`config.mk`:
```
export PLATFORM = sky130hd
export DESIGN_NAME = lite_uart
export DESIGN_NICKNAME = d
export VERILOG_FILES = /design/src/rtl/lite_uart.sv
export SDC_FILE = /design/constraint.sdc
export NUM_CORES = 1
export LEC_CHECK = 0
export BUFFER_PORTS_ARGS = -buffer_cell sky130_fd_sc_hd__buf_2
export CAP_MARGIN = 30
export CORE_MARGIN = 2
export CORE_UTILIZATION = 37
export CTS_CLUSTER_SIZE = 25
export DETAILED_ROUTE_END_ITERATION = 10
export GPL_TIMING_DRIVEN = 0
export SETUP_SLACK_MARGIN = 0.4
export SYNTH_ARGS = -nofsm -noshare
export SYNTH_HDL_FRONTEND = slang
export SYNTH_SLANG_ARGS = --single-unit
```
`constraint.sdc`:
```
create_clock -name clk -period 4.5 [get_ports clk]
set_input_delay 0.9 -clock clk [delete_from_list [all_inputs] [get_ports clk]]
set_output_delay 0.9 -clock clk [all_outputs]
set_load 0.03 [all_outputs]
```
`src/rtl/lite_uart.sv`:
```
`timescale 1ns/1ps
module lite_uart #(
  parameter int DEPTH = 8,
  parameter int DW    = 16,
  parameter int DIV_W = 16
) (
  input  logic          clk,
  input  logic          rst_n,
  input  logic [3:0]    addr,
  input  logic          wr_en,
  input  logic          rd_en,
  input  logic [DW-1:0] wdata,
  output logic [DW-1:0] rdata,
  output logic          txd,
  input  logic          rxd,
  output logic          rts_o,
  input  logic          cts_i,
  output logic          irq
);
  localparam int PW = $clog2(DEPTH);
  localparam int CW = PW + 1;
  localparam logic [CW-1:0] FULL = CW'(DEPTH);

  localparam logic [3:0] A_DATA  = 4'd0;
  localparam logic [3:0] A_IEN   = 4'd1;
  localparam logic [3:0] A_ISTAT = 4'd2;
  localparam logic [3:0] A_LINE  = 4'd3;
  localparam logic [3:0] A_MCTL  = 4'd4;
  localparam logic [3:0] A_LSTAT = 4'd5;
  localparam logic [3:0] A_MSTAT = 4'd6;
  localparam logic [3:0] A_SCR   = 4'd7;
  localparam logic [3:0] A_XCTL  = 4'd8;
  localparam logic [3:0] A_XSTAT = 4'd9;
  localparam logic [3:0] A_BAUD  = 4'd10;

  logic [3:0]       ien_q;
  logic [1:0]       line_q;
  logic             rts_q;
  logic [7:0]       scr_q;
  logic [1:0]       xctl_q;
  logic [DIV_W-1:0] div_q;
  logic             ovr_q;
  logic [1:0]       cts_s;

  wire wr_data  = wr_en && addr == A_DATA;
  wire flush_rx = wr_en && addr == A_ISTAT && wdata[1];
  wire flush_tx = wr_en && addr == A_ISTAT && wdata[2];
  wire word8    = line_q[0];

  always_ff @(posedge clk or negedge rst_n) begin
    if (!rst_n) begin
      ien_q  <= '0;
      line_q <= '0;
      rts_q  <= 1'b0;
      scr_q  <= '0;
      xctl_q <= 2'b11;
      div_q  <= '0;
      cts_s  <= '0;
    end else begin
      cts_s <= {cts_s[0], cts_i};
      if (wr_en) begin
        case (addr)
          A_IEN:   ien_q  <= wdata[3:0];
          A_LINE:  line_q <= wdata[1:0];
          A_MCTL:  rts_q  <= wdata[1];
          A_SCR:   scr_q  <= wdata[7:0];
          A_XCTL:  xctl_q <= wdata[1:0];
          A_BAUD:  div_q  <= wdata[DIV_W-1:0];
          default: ;
        endcase
      end
    end
  end
  assign rts_o = rts_q;

  logic [DIV_W-1:0] bcnt;
  wire tick = bcnt >= div_q;
  always_ff @(posedge clk or negedge rst_n) begin
    if (!rst_n)    bcnt <= '0;
    else if (tick) bcnt <= '0;
    else           bcnt <= bcnt + 1'b1;
  end

  // transmit FIFO
  logic [7:0]    tx_mem [DEPTH];
  logic [PW-1:0] tx_rd, tx_wr;
  logic [CW-1:0] tx_cnt;
  logic          tx_busy;
  logic [9:0]    tx_frame;
  logic [3:0]    tx_left;
  logic [2:0]    tx_sub;

  wire tx_push  = wr_data && tx_cnt != FULL;
  wire tx_start = tick && !tx_busy && xctl_q[1] && tx_cnt != '0;

  always_ff @(posedge clk) if (tx_push) tx_mem[tx_wr] <= wdata[7:0];

  always_ff @(posedge clk or negedge rst_n) begin
    if (!rst_n) begin
      tx_rd <= '0; tx_wr <= '0; tx_cnt <= '0;
    end else if (flush_tx) begin
      tx_rd <= '0; tx_wr <= '0; tx_cnt <= '0;
    end else begin
      if (tx_push)  tx_wr <= tx_wr + 1'b1;
      if (tx_start) tx_rd <= tx_rd + 1'b1;
      tx_cnt <= tx_cnt + CW'(tx_push) - CW'(tx_start);
    end
  end

  always_ff @(posedge clk or negedge rst_n) begin
    if (!rst_n) begin
      tx_busy  <= 1'b0;
      tx_frame <= '1;
      tx_left  <= '0;
      tx_sub   <= '0;
    end else if (tx_start) begin
      tx_busy  <= 1'b1;
      tx_sub   <= '0;
      tx_left  <= word8 ? 4'd10 : 4'd9;
      tx_frame <= word8 ? {1'b1, tx_mem[tx_rd], 1'b0}
                        : {2'b11, tx_mem[tx_rd][6:0], 1'b0};
    end else if (tick && tx_busy) begin
      tx_sub <= tx_sub + 1'b1;
      if (tx_sub == 3'd7) begin
        tx_frame <= {1'b1, tx_frame[9:1]};
        tx_left  <= tx_left - 1'b1;
        if (tx_left == 4'd1) tx_busy <= 1'b0;
      end
    end
  end
  assign txd = tx_frame[0];

  // receiver
  logic [1:0] rx_s;
  logic       rx_busy;
  logic [2:0] rx_sub;
  logic [3:0] rx_idx;
  logic [1:0] rx_v;
  logic [7:0] rx_sh;

  wire       rx_b     = rx_s[1];
  wire       maj      = (rx_v[0] & rx_v[1]) | (rx_v[0] & rx_b) | (rx_v[1] & rx_b);
  wire [3:0] last_idx = word8 ? 4'd9 : 4'd8;
  wire       rx_done  = rx_busy && tick && rx_sub == 3'd5 && rx_idx == last_idx;
  wire [7:0] rx_byte  = word8 ? rx_sh : {1'b0, rx_sh[7:1]};

  always_ff @(posedge clk or negedge rst_n) begin
    if (!rst_n) begin
      rx_s    <= 2'b11;
      rx_busy <= 1'b0;
      rx_sub  <= '0;
      rx_idx  <= '0;
      rx_v    <= '0;
      rx_sh   <= '0;
    end else begin
      rx_s <= {rx_s[0], rxd};
      if (!xctl_q[0]) begin
        rx_busy <= 1'b0;
      end else if (tick) begin
        if (!rx_busy) begin
          if (!rx_b) begin
            rx_busy <= 1'b1;
            rx_sub  <= 3'd1;
            rx_idx  <= '0;
          end
        end else begin
          rx_sub <= rx_sub + 1'b1;
          if (rx_sub == 3'd3) rx_v[0] <= rx_b;
          if (rx_sub == 3'd4) rx_v[1] <= rx_b;
          if (rx_sub == 3'd5) begin
            if (rx_idx == '0 && maj)     rx_busy <= 1'b0;
            else if (rx_idx == last_idx) rx_busy <= 1'b0;
            else if (rx_idx != '0)       rx_sh   <= {maj, rx_sh[7:1]};
          end
          if (rx_sub == 3'd7) rx_idx <= rx_idx + 1'b1;
        end
      end
    end
  end

  // receive FIFO
  logic [7:0]    rx_mem [DEPTH];
  logic [PW-1:0] rx_rd, rx_wr;
  logic [CW-1:0] rx_cnt;

  wire rx_push = rx_done && rx_cnt != FULL;
  wire rx_lost = rx_done && rx_cnt == FULL;
  wire rx_pop  = rd_en && addr == A_DATA && rx_cnt != '0;

  always_ff @(posedge clk) if (rx_push) rx_mem[rx_wr] <= rx_byte;

  always_ff @(posedge clk or negedge rst_n) begin
    if (!rst_n) begin
      rx_rd <= '0; rx_wr <= '0; rx_cnt <= '0;
    end else if (flush_rx) begin
      rx_rd <= '0; rx_wr <= '0; rx_cnt <= '0;
    end else begin
      if (rx_push) rx_wr <= rx_wr + 1'b1;
      if (rx_pop)  rx_rd <= rx_rd + 1'b1;
      rx_cnt <= rx_cnt + CW'(rx_push) - CW'(rx_pop);
    end
  end

  always_ff @(posedge clk or negedge rst_n) begin
    if (!rst_n)                         ovr_q <= 1'b0;
    else if (rx_lost)                   ovr_q <= 1'b1;
    else if (rd_en && addr == A_LSTAT)  ovr_q <= 1'b0;
  end

  wire rx_avail = rx_cnt != '0;
  wire tx_room  = tx_cnt != FULL;
  wire tx_idle  = tx_cnt == '0 && !tx_busy;
  wire rx_cause = ien_q[0] && rx_avail;
  wire tx_cause = ien_q[1] && tx_cnt == '0;
  wire [2:0] istat = rx_cause ? 3'b100 : tx_cause ? 3'b010 : 3'b001;

  assign irq = (rx_cause || tx_cause) && ien_q[2] && ien_q[3];

  always_comb begin
    rdata = '0;
    case (addr)
      A_DATA:  rdata = rx_avail ? DW'(rx_mem[rx_rd]) : '0;
      A_IEN:   rdata = DW'(ien_q);
      A_ISTAT: rdata = DW'(istat);
      A_LINE:  rdata = DW'(line_q);
      A_MCTL:  rdata = DW'({rts_q, 1'b0});
      A_LSTAT: rdata = DW'({tx_idle, tx_room, 3'b000, ovr_q, rx_avail});
      A_MSTAT: rdata = DW'({cts_s[1], 5'b00000});
      A_SCR:   rdata = DW'(scr_q);
      A_XCTL:  rdata = DW'(xctl_q);
      A_XSTAT: rdata = DW'({tx_room, rx_avail});
      A_BAUD:  rdata = DW'(div_q);
      default: rdata = '0;
    endcase
  end


  tx_level_chk: assert property (@(posedge clk) disable iff (!rst_n) tx_cnt <= FULL);

  rx_level_chk: assert property (@(posedge clk) disable iff (!rst_n) rx_cnt <= FULL);

  tx_drop_chk: assert property (@(posedge clk) disable iff (!rst_n)
    (wr_data && tx_cnt == FULL && !tx_start && !flush_tx) |=> tx_cnt == FULL);

  ovr_set_chk: assert property (@(posedge clk) disable iff (!rst_n)
    $rose(ovr_q) |-> $past(rx_cnt) == FULL);

  rts_follow_chk: assert property (@(posedge clk) disable iff (!rst_n)
    (wr_en && addr == A_MCTL) |=> rts_o == $past(wdata[1]));

  stop_high_chk: assert property (@(posedge clk) disable iff (!rst_n)
    $fell(tx_busy) |-> txd);

  tx_hold_chk: assert property (@(posedge clk) disable iff (!rst_n)
    (!xctl_q[1] && !tx_busy) |=> txd);
endmodule

```
Word level (Yosys, flattened, before mapping) --
Memory sizes are Yosys's and may differ from the RTL's. Cells that the tools add are included.
Cells by class: add/sub/neg operators 13, multipliers 0, div/mod/pow operators 0, magnitude comparators 1, equality and inequality tests 23, shifts and indexed selects 0, mux-type cells 49, bitwise logic cells 7, reduce and logical (&&, ||, !) cells 52
Operator list (count):
- one-hot mux 16 bit (11 select lines) | 1
- 2-to-1 mux 3 bit | 13
- 2-to-1 mux 4 bit | 8
- 2-to-1 mux 10 bit | 3
- logical AND 1 bit | 23
- adder 3 x 1 -> 3 bit, second input constant | 6
- 2-to-1 mux 1 bit | 18
- adder 16 x 1 -> 16 bit, second input constant | 1
- equality test 4 x 3 -> 1 bit, second input constant | 4
- equality test 4 bit, second input constant | 4
- >= comparator 16 bit | 1
- 2-to-1 mux 16 bit | 1
- 2-to-1 mux 8 bit | 2
- nonzero test 2 bit | 8
- AND reduction 2 bit | 7
- equality test 3 bit, second input constant | 4
- zero test 4 bit | 3
- AND reduction 4 bit | 3
- nonzero test 4 bit | 3
- 2-to-1 mux 9 bit | 1
- adder 4 x 1 -> 4 bit | 2
- equality test 4 x 1 -> 1 bit, second input constant | 2
- equality test 4 x 2 -> 1 bit, second input constant | 2
- inequality test 4 bit, second input constant | 2
- other kinds (14) | 23
Storage, ports and cells: register bits 110, latch bits 0, RAM bits 128, bits in read-only memories 0, bits of input ports 26, output and inout bits 19, logic and storage cells 173, memories kept 2
Memory list:
- rx_mem | words 8, bits a word 8, read ports 1, clocked after memory_dff 0, wr ports 1, line 182 | logic [7:0] rx_mem [DEPTH];
- tx_mem | words 8, bits a word 8, read ports 1, clocked after memory_dff 0, wr ports 1, line 85 | logic [7:0] tx_mem [DEPTH];

Longest topological paths before layout --
word-level depth 9, gate-level depth with buffers 15, depth with buffers taken out 14

Least setup slack after synthesis --
Ideal clock, no wire load.
path kind register to register, start point register bcnt[13], end point memory rx_mem[2][0], enable pin, setup time 0.398 ns, data arrival time 3.132 ns, data required time 4.102 ns, setup slack 0.970 ns, cell stages (with the launch flop) 9, buffers on the path 1, cell sequence dfrtp_1 > ha_1 > nand4_2 > or3_1 > or4_1 > buf_2 > a31oi_4 > inv_2 > nor4b_1
On the way: word-level cells in the longest chain between the ends 7
RTL lines:
- from (decl) | line 76 | logic [DIV_W-1:0] bcnt;
- from (signal assigned) | line 81 | else bcnt <= bcnt + 1'b1;
- >= comparator 16 bit | line 77 | wire tick = bcnt >= div_q;
- logical AND 1 bit (3 in a row) | line 144 | wire rx_done = rx_busy && tick && rx_sub == 3'd5 && rx_idx == last_idx;
- logical AND 1 bit | line 186 | wire rx_push = rx_done && rx_cnt != FULL;
- 2-to-1 mux 1 bit | line 190 | always_ff @(posedge clk) if (rx_push) rx_mem[rx_wr] <= rx_byte;
- 2-to-1 mux 1 bit (implied by the code) | line 190
- to (decl) | line 182
Every way passes these cells.

Final worst setup path --
start point register bcnt[13], end point register tx_cnt[3]
On the way: word-level cells in the longest chain between the ends 6
RTL lines:
- >= comparator 16 bit | line 77
- logical AND 1 bit (3 in a row) | line 94 | wire tx_start = tick && !tx_busy && xctl_q[1] && tx_cnt != '0;
- net tx_start | line 94
- subtractor 4 x 1 -> 4 bit | line 106 | tx_cnt <= tx_cnt + CW'(tx_push) - CW'(tx_start);
- 2-to-1 mux 4 bit | line 101 | end else if (flush_tx) begin
- to (signal assigned) | line 106
- to (decl) | line 87 | logic [CW-1:0] tx_cnt;
The timed path passes the listed nets, and every way through them passes these cells. A chain may end at the register's enable or synchronous reset.

==> impl_results.md <==
* Sequential area share after synthesis at 60.3%
* Layout cells sized above 1 at 24.4%
* Largest net degree at the start of global routing at 80
* R2R Setup Slk at 0.67 ns
* Multi-input combinational cell area at 4090 um^2
* Total Power at 6340 uW
* Max Slew Vio Count at 0
* Max-Slew Margin vs Limit at 38.8%
* Die outline height at 176 um
* Sw Share at 27.9%
* Wire per inst at 18.5 um
* Slowest stage cell, crit path: a31oi_1
* Hold Buf Count CTS at 0
* Clock Tree Root: clkbuf_16
* Mapped Area at 10900 um^2
* Seq pwr share at 43.4%
* Fin Setup TNS at 0 ns
* Flops & latches, synth at 237
* Row cnt at 62
* Top cell type's share of synthesized area at 35.2%
* Hpwl dp at 16800 um
* Clock Pin Slew Worst Setup and Hold Paths at 0.06 ns
* Worst skew pair latency at 0.54 ns
* Worst EP required at 4.89 ns
* Psw at 1770 uW
* Period minus WS final at 3.83 ns
* Routed WL at 23600 um
* Final Setup Violations at 0
* Fin util at 44.0%
* Initial DRC Count at 504
* Hold WC Path Type: in -> async
* Logic gate share of total power at 21.9%
* ANT nets after route at 0
* R2R cell count at 13
* Die area at 30900 um^2
* CP arrival at 4.22 ns
* Period utilisation layout at 85.0%
* Clock power frac at 34.8%
* Status: finished clean
* Max incr delay on CP at 0.57 ns
* Post-Syn Area per Cell at 13.8 um^2
* Worst setup SP type: flop
* Fmax achieved at 0.261 GHz
* Grt total ovfl at 0
* Top FF cell, synth: edfxtp_1
* Pre-CTS setup slack at 0.672 ns
* Power Density at 500 nW/um^2
* Mapped Nets at 864
* Initial antenna violation count at 1
* CP endpoint kind: flop
* Reg area at 6590 um^2
* DRC at 0
* CP most frequent cell: ha_1
* Pint at 4570 uW
* Num ports at 45
* Leak Pwr at 0.00480 uW
* Synth unique cells at 65
* CTS tree: done
* Maximum VDD drop at 0.000292 V
* Worst Clk Skew at 0.0189 ns
* Ys Warns at 0
* Mapped Cells at 792
* Crit Path Category: reg -> reg
* Critical R2R Capture: tx_cnt[3]
* # fillers at 2702
* Max_cap viols at 0
* Worst Max-Slew Pin Slew at 0.914 ns
* Final Hold Fails at 0
* RSZ-0062 raised after global routing: false
* Clock sinks at 237
* DIE WIDTH at 176 um
* Post-synth top area cell: edfxtp_1
* WP buf/inv at 2
* Final worst setup slack at 0.674 ns
* Final Net Count at 945
* Fin cells at 1278
* First-pass GRT wire length at 37600 um
* Max Root-Sink Buffers at 3
* Placer congestion estimate at 0.867
* Initial Util at 37.8%
* FFs w/ async S/R, synth at 46.0%
* All-Layer GR Usage at 15.6%
* First-pass DRT Iterations at 4
* DR vias at 6556
* Vias in the first global route at 6669
* CTS Buf Count at 26
* CP Max Fanout at 5
* CORE AREA at 28900 um^2
* P&R area growth vs syn at 16.1%
* Worst reg2reg path startpoint: bcnt[13]
* Post-CTS setup buffers at 0
* H-tree depth at 1
* Crit-path leading delay family: simple AND/OR/NAND/NOR gates
* Crit path cell chain: ha_1 > nand4_2 > or3_1 > or4_1 > buf_2 > a31oi_1 > ha_1 > inv_1 > ha_1 > a21o_1 > a21oi_1 > xnor2_1 > nor2_1
* Drt via density at 5.13
* PortBufs at 41
* Number of flops mapped to enable cells by yosys at 128
* Leading post-synthesis cells by cell area: edfxtp_1 35%, dfrtp_1 22%, mux4_2 6.6%, mux2_2 6.0%, ha_1 5.0%
* Inst Count DP at 1229
-- per-layer routing --
metal	part of all wire [%]	vias to the layer above	GRT usage (%)
li1	-	3116	-
met5	0	-	0
met4	1.8	0	3.27
met2	49	106	26.7
met1	45	3299	21.3
met3	3.8	35	2.36
-- synthesized netlist by cell type (3+ instances only) --
cell type and count:
and2_1 13, edfxtp_1 128, o211ai_1 3, nor2_1 49
or3_1 5, ha_1 44, inv_1 39, nor3_1 10
clkbuf_1 23, nand2_1 44, buf_1 5, mux2i_1 12
dfrtp_1 96, xnor2_1 11, a22o_1 3, buf_2 5
o22ai_1 11, a31oi_1 8, mux4_2 32, nor4b_1 4
xor2_1 12, a21o_1 5, and3_1 14, nor4_1 4
nand2b_1 5, dfstp_2 13, nand3_1 22, nand4_1 8
mux2_2 58, nor3b_1 9, o21ai_0 16, a22oi_1 3
a21oi_1 28, nor2b_1 9
-- layout make-up --
class                           count  area share [%]
Sequential cell                   237            51.9
Multi-Input combinational cell    481            32.3
Clock buffer                       33            5.42
Tap cell                          384            3.79
Timing Repair Buffer               53            2.57
Clock inverter                     15            1.62
Buffer                             34            1.18
Inverter                           40            1.18
Antenna cell                        1          0.0197
-- logic make-up after synthesis --
logic type	synth area share, %
simple gates	9.63
compound gates	6.36
buf+inv	2.67
flops	60.3
xor+xnor	1.84
mux	13.7
fa+ha+maj	5.50
-- sequential cells by signal, indices dropped and copies added, names as in the netlist, 4 cells and up --
name	count
rx_mem	64
tx_mem	64
bcnt	16
div_q	16
tx_frame	9
rx_sh	8
scr_q	8
ien_q	4
rx_cnt	4
rx_idx	4
tx_cnt	4
tx_left	4
-- placed cells by master (no fill, tap or decap), drive strengths merged, types with 5 or more instances in the layout --
cell	n
edfxtp	128
dfrtp	96
buf	63
mux2	58
clkbuf	56
nor2	49
nand2	44
ha	44
inv	40
mux4	32
a21oi	28
nand3	24
o21ai	18
and3	14
and2	13
dfstp	13
mux2i	12
xor2	12
xnor2	11
o22ai	11
nor3	10
clkinv	10
nor2b	9
a31oi	9
nand4	9
nor3b	9
or3	5
nand2b	5
a21o	5
bufinv	5
-- power by group through the flow --
stage / clock [uW] / combinational (uW) / sequential (uW)
after floorplan: 0 / 1060 / 2730
after global placement: 0 / 1360 / 2780
after detailed placement: 0 / 1400 / 2790
after CTS: 2260 / 1410 / 2750
after global routing: 2360 / 1550 / 2780
final: 2200 / 1390 / 2750
-- worst max-delay path by stage --
stage | startpoint | endpoint | slack, ns | cells after the start
floorplan | bcnt[13] | rx_mem[2][0] | 0.97 | 8
global placement | bcnt[13] | rx_mem[2][6] | -0.40 | 8
detailed placement | div_q[13] | tx_cnt[3] | 0.67 | 14
CTS | div_q[13] | tx_cnt[3] | 0.63 | 14
global route | rx_rd[0] | rdata[7] | 0.47 | 6
finish | bcnt[13] | tx_cnt[3] | 0.67 | 13
-- worst reg2reg max path: cells and delay by family, from the launching register on --
kind                     cells  cell delay, ns
AO/OA/AOI/OAI                3            0.91
XOR/XNOR                     1            0.14
adder cells (fa/ha/maj)      3            0.86
buffers and inverters        2            0.25
flip-flops                   1            0.40
AND/OR/NAND/NOR              4            1.11
-- metrics by stage --
step / hold slack, ns / area (um^2)
final: 0.242 / 12700
after global routing: 0.243 / 12700
after CTS: 0.236 / 12700
after detailed placement: 0.347 / 11800
after global placement: 0.347 / 11600
after floorplan: 0.331 / 10900
-- timing repair --
item / CTS / global route
endpoints found under the hold margin: 0 / 0
setup endpoints to repair: 5 / 0
resized for setup: 3 / 0
(Power assumes the default switching activity.)
